File: src/rtl/wrc_pkg.sv
// Shared types and code geometry for the spare word repair controller.
// Assumes an extended Hamming code: position 0 holds overall parity,
// power-of-two positions hold check bits, the rest hold data.
package wrc_pkg;

    localparam int DATA_W = 16;

    // Smallest number of Hamming check bits covering DATA_W data bits.
    function automatic int hamming_bits(input int dw);
        int p;
        p = 0;
        while ((1 << p) < dw + p + 1) p++;
        return p;
    endfunction

    localparam int HAM_P = hamming_bits(DATA_W);
    localparam int CW_W  = DATA_W + HAM_P + 1;

    typedef logic [DATA_W-1:0] data_t;
    typedef logic [CW_W-1:0]   code_t;

    typedef enum logic [2:0] {
        ST_IDLE,
        ST_CHECK,
        ST_WRBACK,
        ST_REREAD,
        ST_VERDICT,
        ST_SPARE_WR
    } wrc_state_e;

    // Scatter data bits into the non-check positions of a codeword.
    function automatic code_t place_data(input data_t d);
        code_t c;
        int    k;
        c = '0;
        k = 0;
        for (int i = 1; i < CW_W; i++) begin
            if ((i & (i - 1)) != 0) begin
                c[i] = d[k];
                k++;
            end
        end
        return c;
    endfunction

    // Gather data bits back out of a codeword.
    function automatic data_t take_data(input code_t c);
        data_t d;
        int    k;
        d = '0;
        k = 0;
        for (int i = 1; i < CW_W; i++) begin
            if ((i & (i - 1)) != 0) begin
                d[k] = c[i];
                k++;
            end
        end
        return d;
    endfunction

endpackage

File: src/rtl/wrc_secded_enc.sv
// SEC/DED encoder: builds the full codeword for one data word.
// Assumes the position layout of wrc_pkg; purely combinational.
module wrc_secded_enc
    import wrc_pkg::*;
(
    input  data_t data_in,
    output code_t code_out
);

    // Fill data positions, compute each Hamming check, then overall parity.
    always_comb begin
        code_t c;
        logic  par;
        c = place_data(data_in);
        for (int p = 0; p < HAM_P; p++) begin
            par = 1'b0;
            for (int i = 1; i < CW_W; i++) begin
                if (((i >> p) & 1) == 1) par = par ^ c[i];
            end
            c[1 << p] = par;
        end
        c[0] = ^c[CW_W-1:1];
        code_out = c;
    end

endmodule

File: src/rtl/wrc_secded_dec.sv
// SEC/DED decoder: reports clean, single (corrected) or double error.
// Assumes the position layout of wrc_pkg; purely combinational.
module wrc_secded_dec
    import wrc_pkg::*;
(
    input  code_t code_in,
    output data_t data_out,
    output logic  err_single,
    output logic  err_double
);

    logic [HAM_P-1:0] syn;
    logic             ovr;
    logic             in_range;
    code_t            fixed;

    // Syndrome over the Hamming positions plus overall parity check.
    always_comb begin
        syn = '0;
        for (int p = 0; p < HAM_P; p++) begin
            for (int i = 1; i < CW_W; i++) begin
                if (((i >> p) & 1) == 1) syn[p] = syn[p] ^ code_in[i];
            end
        end
        ovr      = ^code_in;
        in_range = (int'(syn) < CW_W);
    end

    // Flip the bit the syndrome points at when a single error is seen.
    always_comb begin
        fixed = code_in;
        if (ovr && in_range) begin
            for (int i = 0; i < CW_W; i++) begin
                if (int'(syn) == i) fixed[i] = ~code_in[i];
            end
        end
    end

    assign err_single = ovr && in_range;
    assign err_double = (!ovr && (syn != '0)) || (ovr && !in_range);
    assign data_out   = take_data(fixed);

endmodule

File: src/rtl/wrc_remap_table.sv
// Spare binding table: one entry per spare word holding bound, retired and
// the logical address tag. Lookup is combinational; allocation always
// takes the lowest unbound entry. Assumes at most one alloc per cycle.
module wrc_remap_table #(
    parameter int NSPARE = 8,
    parameter int TAG_W  = 6,
    localparam int IDX_W = (NSPARE > 1) ? $clog2(NSPARE) : 1
) (
    input  logic              clk,
    input  logic              rst_n,
    input  logic [TAG_W-1:0]  lk_tag,
    output logic              lk_hit,
    output logic [IDX_W-1:0]  lk_idx,
    output logic [NSPARE-1:0] lk_match,
    input  logic              alloc_en,
    input  logic [TAG_W-1:0]  alloc_tag,
    input  logic              retire_en,
    input  logic [IDX_W-1:0]  retire_idx,
    output logic              free_any,
    output logic [IDX_W-1:0]  free_idx,
    output logic [NSPARE-1:0] bound_vec,
    output logic [NSPARE-1:0] retired_vec
);

    logic [TAG_W-1:0] tag_q [NSPARE];

    for (genvar g = 0; g < NSPARE; g++) begin : g_ent
        // Entry state update: bind on allocation, retire on fault.
        always_ff @(posedge clk) begin
            if (!rst_n) begin
                bound_vec[g]   <= 1'b0;
                retired_vec[g] <= 1'b0;
                tag_q[g]       <= '0;
            end else begin
                if (alloc_en && (free_idx == IDX_W'(g))) begin
                    bound_vec[g] <= 1'b1;
                    tag_q[g]     <= alloc_tag;
                end
                if (retire_en && (retire_idx == IDX_W'(g))) retired_vec[g] <= 1'b1;
            end
        end
        assign lk_match[g] = bound_vec[g] && !retired_vec[g] && (tag_q[g] == lk_tag);
    end

    // Encode the matching entry index.
    always_comb begin
        lk_idx = '0;
        for (int i = 0; i < NSPARE; i++) begin
            if (lk_match[i]) lk_idx = IDX_W'(i);
        end
    end

    // Lowest unbound entry wins the next allocation.
    always_comb begin
        free_idx = '0;
        for (int i = NSPARE - 1; i >= 0; i--) begin
            if (!bound_vec[i]) free_idx = IDX_W'(i);
        end
    end

    assign lk_hit   = |lk_match;
    assign free_any = !(&bound_vec);

endmodule

File: src/rtl/word_repair_ctrl.sv
// Run-time repair controller. Serves requester reads and writes through
// the ECC codec and spare table. On a corrected read it writes back,
// re-reads, and binds a spare when the fault persists. Assumes a memory
// with one-cycle read latency; spare k lives at physical 2^ADDR_W + k.
module word_repair_ctrl
    import wrc_pkg::*;
#(
    parameter int ADDR_W = 6,
    parameter int NSPARE = 8,
    localparam int PA_W  = ADDR_W + 1,
    localparam int IDX_W = (NSPARE > 1) ? $clog2(NSPARE) : 1
) (
    input  logic                clk,
    input  logic                rst_n,
    input  logic                req,
    input  logic                req_we,
    input  logic [ADDR_W-1:0]   req_addr,
    input  logic [DATA_W-1:0]   req_wdata,
    output logic                ready,
    output logic                rvalid,
    output logic [DATA_W-1:0]   rdata,
    output logic                ue_flag,
    output logic                exhaust_flag,
    input  logic                flag_clr,
    output logic                mem_en,
    output logic                mem_we,
    output logic [PA_W-1:0]     mem_addr,
    output logic [CW_W-1:0]     mem_wcode,
    input  logic [CW_W-1:0]     mem_rcode
);

    wrc_state_e        state;
    logic [ADDR_W-1:0] lat_addr;
    logic [PA_W-1:0]   lat_phys;
    logic              lat_hit;
    logic [IDX_W-1:0]  lat_idx;
    logic [IDX_W-1:0]  new_idx;
    code_t             lat_code;

    logic              lk_hit;
    logic [IDX_W-1:0]  lk_idx;
    logic [NSPARE-1:0] lk_match;
    logic              free_any;
    logic [IDX_W-1:0]  free_idx;
    logic [NSPARE-1:0] spare_bound;
    logic [NSPARE-1:0] spare_retired;
    logic              alloc_en;
    logic              retire_en;

    code_t             wr_code;
    code_t             fix_code;
    data_t             dec_data;
    logic              dec_single;
    logic              dec_double;
    logic              dec_err;
    logic [PA_W-1:0]   phys_req;

    wrc_remap_table #(.NSPARE(NSPARE), .TAG_W(ADDR_W)) u_table (
        .clk        (clk),
        .rst_n      (rst_n),
        .lk_tag     (req_addr),
        .lk_hit     (lk_hit),
        .lk_idx     (lk_idx),
        .lk_match   (lk_match),
        .alloc_en   (alloc_en),
        .alloc_tag  (lat_addr),
        .retire_en  (retire_en),
        .retire_idx (lat_idx),
        .free_any   (free_any),
        .free_idx   (free_idx),
        .bound_vec  (spare_bound),
        .retired_vec(spare_retired)
    );

    wrc_secded_enc u_enc_wr  (.data_in(req_wdata), .code_out(wr_code));
    wrc_secded_enc u_enc_fix (.data_in(dec_data),  .code_out(fix_code));
    wrc_secded_dec u_dec (
        .code_in   (mem_rcode),
        .data_out  (dec_data),
        .err_single(dec_single),
        .err_double(dec_double)
    );

    assign dec_err   = dec_single || dec_double;
    assign phys_req  = lk_hit ? {1'b1, ADDR_W'(lk_idx)} : {1'b0, req_addr};
    assign alloc_en  = (state == ST_VERDICT) && dec_err && free_any;
    assign retire_en = alloc_en && lat_hit;

    // Sequencer for normal access, identification and spare repair.
    always_ff @(posedge clk) begin
        if (!rst_n) begin
            state    <= ST_IDLE;
            lat_addr <= '0;
            lat_phys <= '0;
            lat_hit  <= 1'b0;
            lat_idx  <= '0;
            new_idx  <= '0;
            lat_code <= '0;
        end else begin
            case (state)
                ST_IDLE: begin
                    if (req && !req_we) begin
                        lat_addr <= req_addr;
                        lat_phys <= phys_req;
                        lat_hit  <= lk_hit;
                        lat_idx  <= lk_idx;
                        state    <= ST_CHECK;
                    end
                end
                ST_CHECK: begin
                    if (dec_single) begin
                        lat_code <= fix_code;
                        state    <= ST_WRBACK;
                    end else begin
                        state <= ST_IDLE;
                    end
                end
                ST_WRBACK:  state <= ST_REREAD;
                ST_REREAD:  state <= ST_VERDICT;
                ST_VERDICT: begin
                    if (alloc_en) begin
                        new_idx <= free_idx;
                        state   <= ST_SPARE_WR;
                    end else begin
                        state <= ST_IDLE;
                    end
                end
                ST_SPARE_WR: state <= ST_IDLE;
                default:     state <= ST_IDLE;
            endcase
        end
    end

    // Sticky error flags; a new event wins over a clear in the same cycle.
    always_ff @(posedge clk) begin
        if (!rst_n) begin
            ue_flag      <= 1'b0;
            exhaust_flag <= 1'b0;
        end else begin
            if ((state == ST_CHECK) && dec_double) ue_flag <= 1'b1;
            else if (flag_clr)                     ue_flag <= 1'b0;
            if ((state == ST_VERDICT) && dec_err && !free_any) exhaust_flag <= 1'b1;
            else if (flag_clr)                                 exhaust_flag <= 1'b0;
        end
    end

    // Memory port steering per state.
    always_comb begin
        mem_en    = 1'b0;
        mem_we    = 1'b0;
        mem_addr  = phys_req;
        mem_wcode = wr_code;
        case (state)
            ST_IDLE: begin
                mem_en = req;
                mem_we = req && req_we;
            end
            ST_WRBACK: begin
                mem_en    = 1'b1;
                mem_we    = 1'b1;
                mem_addr  = lat_phys;
                mem_wcode = lat_code;
            end
            ST_REREAD: begin
                mem_en   = 1'b1;
                mem_addr = lat_phys;
            end
            ST_SPARE_WR: begin
                mem_en    = 1'b1;
                mem_we    = 1'b1;
                mem_addr  = {1'b1, ADDR_W'(new_idx)};
                mem_wcode = lat_code;
            end
            default: ;
        endcase
    end

    assign ready  = (state == ST_IDLE);
    assign rvalid = (state == ST_CHECK);
    assign rdata  = rvalid ? dec_data : '0;

endmodule

File: config.mk
export PLATFORM = sky130hd
export DESIGN_NAME = word_repair_ctrl
export DESIGN_NICKNAME = d
export VERILOG_FILES = /design/src/rtl/wrc_pkg.sv /design/src/rtl/wrc_secded_enc.sv /design/src/rtl/wrc_secded_dec.sv /design/src/rtl/wrc_remap_table.sv /design/src/rtl/word_repair_ctrl.sv
export SDC_FILE = /design/constraint.sdc
export NUM_CORES = 1
export LEC_CHECK = 0
export BUFFER_PORTS_ARGS = -buffer_cell sky130_fd_sc_hd__buf_4
export CAP_MARGIN = 10
export CORE_MARGIN = 5
export CORE_UTILIZATION = 25
export CTS_CLUSTER_SIZE = 12
export DETAILED_ROUTE_END_ITERATION = 8
export SYNTH_ARGS = -nofsm -noshare
export SYNTH_HDL_FRONTEND = slang
export SYNTH_SLANG_ARGS = --single-unit
File: constraint.sdc
create_clock -name clk -period 8.1 [get_ports clk]
set_input_delay 0.81 -clock clk [delete_from_list [all_inputs] [get_ports clk]]
set_output_delay 0.81 -clock clk [all_outputs]
set_load 0.005 [all_outputs]
==> flow_results.org <==
** Run status
- The flow ran to the end, and the final reports show no timing, DRC or antenna violations.

** Synthesis
- #FFs+latches synth :: 110
- The Yosys step of the flow raised 0 warnings.
- Top cells by area, synth :: sky130_fd_sc_hd__edfxtp_1 21%, sky130_fd_sc_hd__dfxtp_1 18%, sky130_fd_sc_hd__xnor2_1 13%, sky130_fd_sc_hd__nand2_1 5.2%, sky130_fd_sc_hd__and2_1 5.1%
- After synthesis, the largest family of logic cells by area is simple AND/OR/NAND/NOR gates.
- Measured against the total synthesized area, the mux share comes to 2.212%.
- EDFF count, synth :: 48
- Post-synthesis cell type count :: 53
- Synthesized-area fraction occupied by xor and xnor cells :: 21.67%
- Among all flip-flop cells after synthesis, the most frequent one is sky130_fd_sc_hd__dfxtp_1.
- Summing the areas of all and, or, nand and nor instances in the mapped netlist gives 22.36% of the synthesized area.
- Synthesized area per cell :: 8.801 µm²
- The synthesized netlist occupies a cell area of 6900 µm².
- Synth Area in Compound Gates :: 12.09%
- Synthesized Nets :: 833
- Summed over its instances, the top area cell type makes up 20.89% of the synthesized netlist area.
- The synthesized design spends more area on one cell type than any other, namely sky130_fd_sc_hd__edfxtp_1.
- In the synthesized netlist the async set-or-reset flop fraction comes to 0%.
- Number of cells produced by synthesis :: 784
- Summing the areas of all fa, ha and maj instances in the mapped netlist gives 0% of the synthesized area.
- For this run, the register share of the synthesized area comes to 38.88%.

** Clock network
- Post-CTS setup buffer count :: 0
- The clock reaches the later pin of the worst-skew pair after 0.35 ns.
- CTS clk-pin slew, worst paths :: 0.07 ns
- Clock sinks :: 110
- TritonCTS created 9 clock buffers.
- Count of instances resized after the clock tree is built :: 0
- In this run the number of H-tree levels came out at 3.
- Buffers inserted to repair hold after CTS numbered 0.
- Worst-case clock buffer depth :: 2
- The tree is rooted in a sky130_fd_sc_hd__clkbuf_16.
- Clock tree from TritonCTS :: yes

** Power
- Net switching is 32.90% of the power.
- Relative contribution of the clock network to total power :: 28.7%
- The internal power of the cells totals 1.111 mW.
- Power dissipated by switching net loads :: 544.6 µW
- Maximum VDD drop :: 0.1224 mV
- Combinational logic is responsible for 33.1% of the overall power.
- In this run the power density over the cells is 198.9 nW/µm².
- For this design the static power due to leakage is 3.083 nW.
- Sequential cells account for 38.2% of the total power.

** Finish
- Measured on the finished design, the core utilization comes to 30.71%.
- Relative to the synthesized area, the layout overhead comes to 20.62%.
- Number of nets at the end of the flow :: 910
- Ant. Diodes :: 0
- Proportion of layout cells with a drive suffix above 1 :: 16.05%

** Floorplanning
- The die covers 31020 µm².
- Measured along the x axis, the die boundary spans 176.1 µm.
- The floorplan has 60 rows.
- Ports :: 100
- In this run the vertical extent of the chip is 176.1 µm.
- The floorplan step defined a core boundary enclosing 27100 µm².
- For this configuration, the core starts out at a cell density of 25.46%.

** GRT
- Pin count of the biggest net entering global routing :: 44
- For this run, global-route usage on met1 was measured as 17.13%.
- In the global route stage, overall resource usage came out at 12.94%.
- The layer flagged by global routing as most heavily used is met2.
- Antenna violations before repair :: 0
- Vias in the first global route :: 5784
- Fraction of met2 tracks used by global routing :: 20.95%
- Global-route wire length before repair :: 31.88 mm
- Total overflow reported by the global router :: 0
- For met3 alone, demand over resource in global routing was 3.619%.

** Min path
- Path category of the worst min-delay check :: reg -> reg

** Placed design
- HPWL Detailed :: 15.42 mm
- Final GP Congestion :: 0.8862
- Input/output buffers :: 99
- Placement Setup Slack :: 3.452 ns

** Timing
- Setup repair after global routing left no endpoint under its margin.
- Setup skew after layout :: 0.01505 ns
- Fmax achieved :: 0.2262 GHz
- Final setup violating endpoints :: 0
- Final worst setup slack :: 3.680 ns
- The total count of hold-check failures in the final report came to 0.
- In the finished design, the share of the clock period the worst path needs comes to 54.57%.
- For the final routed database, the setup TNS stands at 0 ns.
- For the finished layout, the period the worst path requires is 4.420 ns.
- The max-slew violation count is 0.
- Rel. slew slack :: 21.31%
- For the pin with the worst max-slew slack, the measured transition is 1.172 ns.

** Critical path
- Critical Path End Type :: output pin
- The largest single stage delay on the critical path is 0.94 ns.
- The slowest stage of the critical path belongs to the cell sky130_fd_sc_hd__xnor2_1.
- STA puts the critical path data required time at 7.29 ns.
- STA classifies the critical path startpoint as an input pin.
- STA puts the critical path data arrival time at 3.61 ns.
- CP Max Fanout :: 13
- Cells traversed along the worst timing path :: buf_4 > xor2_2 > xnor2_1 > nor4_1 > o21ai_0 > and2_1 > nor2_1 > xnor2_1 > nor2_1 > buf_4
- The critical path is of the in -> out type.

** Drt
- After detailed routing, the total wire length is 20.29 mm.
- Number of nets with antenna violations after detailed routing :: 0
- Dividing the detail-routed via count by the number of cells gives 4.721.
- Drt drc :: 0
- Number of vias in the routed layout :: 5845
- Post-detailed-route wirelength per cell :: 16.39 µm
- The first detailed-routing pass ran for 7 iterations.
- First DRT Iteration DRCs :: 481

** Run
- Number of maximum-capacitance violations :: 0
[cell usage after synthesis, types with 4 or more instances]
cell type / n
sky130_fd_sc_hd__mux2i_1: 13
sky130_fd_sc_hd__nand4_1: 8
sky130_fd_sc_hd__a211oi_1: 23
sky130_fd_sc_hd__nand3_1: 11
sky130_fd_sc_hd__nand3b_1: 7
sky130_fd_sc_hd__nor2_1: 86
sky130_fd_sc_hd__nor2b_1: 6
sky130_fd_sc_hd__a31oi_1: 6
sky130_fd_sc_hd__a21oi_1: 35
sky130_fd_sc_hd__and2_1: 56
sky130_fd_sc_hd__xnor3_1: 4
sky130_fd_sc_hd__xor2_1: 37
sky130_fd_sc_hd__clkbuf_1: 30
sky130_fd_sc_hd__xnor2_2: 4
sky130_fd_sc_hd__xnor2_1: 105
sky130_fd_sc_hd__o21a_1: 4
sky130_fd_sc_hd__o211ai_1: 4
sky130_fd_sc_hd__o21ai_0: 30
sky130_fd_sc_hd__edfxtp_1: 48
sky130_fd_sc_hd__dfxtp_1: 62
sky130_fd_sc_hd__nor3_1: 26
sky130_fd_sc_hd__inv_1: 9
sky130_fd_sc_hd__a21o_1: 7
sky130_fd_sc_hd__nand2_1: 96
sky130_fd_sc_hd__buf_2: 4
sky130_fd_sc_hd__nor4_1: 16
[worst paths after layout]
kind	start	end	slack (ns)	depth (start not counted)
setup / recovery	mem_rcode[9]	rdata[7]	3.68	10
hold / removal	lat_phys[5]	lat_phys[5]	0.47	2
setup reg to reg	state[2]	u_table.tag_q[0][13]	5.07	4
hold reg to reg	lat_phys[5]	lat_phys[5]	0.47	2
[cell families after synthesis]
group | Yosys count
flip-flops | 110
AO/OA/AOI/OAI | 132
AND/OR/NAND/NOR | 324
buffers and inverters | 49
XOR/XNOR | 155
multiplexers | 14
[layer usage]
layer | vias to the layer above | routed length [µm]
met5 | - | 0
li1 | 2840 | -
met2 | 222 | 9489
met1 | 2760 | 8933
met4 | 0 | 378
met3 | 23 | 1485
[power by group through the flow]
stage / combinational, mW / clock (mW) / sequential [mW]
final: 0.549 / 0.474 / 0.632
after global routing: 0.602 / 0.506 / 0.636
after CTS: 0.552 / 0.485 / 0.633
after detailed placement: 0.549 / 0 / 0.645
after global placement: 0.547 / 0 / 0.644
after floorplan: 0.378 / 0 / 0.633
[critical path, delay by kind of cell]
kind	cells	cell delay (ns)
AOI/OAI and AO/OA	1	0.31
buffers and inverters	2	0.29
xor gates and xnor gates	3	1.55
and+or+nand+nor	4	0.65
[metrics by stage]
step	instance area, µm²	instances	power (mW)	hold slack, ns
detailed placement	7995	1222	1.194	0.4442
CTS	8323	1238	1.669	0.4655
finish	8323	1238	1.656	0.4710
global route	8323	1238	1.744	0.4991
floorplan	6900	784	1.010	0.4278
global placement	7995	1222	1.191	0.4475
[cell type report]
| cell class | instances | area (µm²) |
|---|---|---|
| fill | 2905 | 18780 |
| multi-input combinational | 625 | 4025 |
| sequential | 110 | 2683 |
| timing repair buffer | 104 | 780.7 |
| tap | 372 | 465.4 |
| clock buffer | 10 | 239.0 |
| clock inverter | 6 | 88.84 |
| inverter | 11 | 41.29 |
[flip-flops by register name (all words and copies together) (netlist names), 6 cells and up]
name / flops
lat_code: 22
u_table.tag_q: 48
lat_addr: 6
lat_phys: 6
u_table.bound_vec: 8
u_table.retired_vec: 8
[placed cells by master (no fill, tap or decap), drive strengths merged, types with 11 or more instances in the layout]
| cell | synthesis | routed |
|---|---|---|
| xnor2 | 109 | 109 |
| buf | 8 | 104 |
| nand2 | 96 | 96 |
| nor2 | 86 | 86 |
| dfxtp | 62 | 62 |
| and2 | 56 | 56 |
| edfxtp | 48 | 48 |
| xor2 | 40 | 40 |
| a21oi | 38 | 38 |
| o21ai | 34 | 34 |
| nor3 | 26 | 26 |
| a211oi | 23 | 23 |
| nor4 | 17 | 17 |
| mux2i | 14 | 14 |
| inv | 9 | 12 |
| nand3 | 11 | 11 |
(Power assumes the default switching activity.)
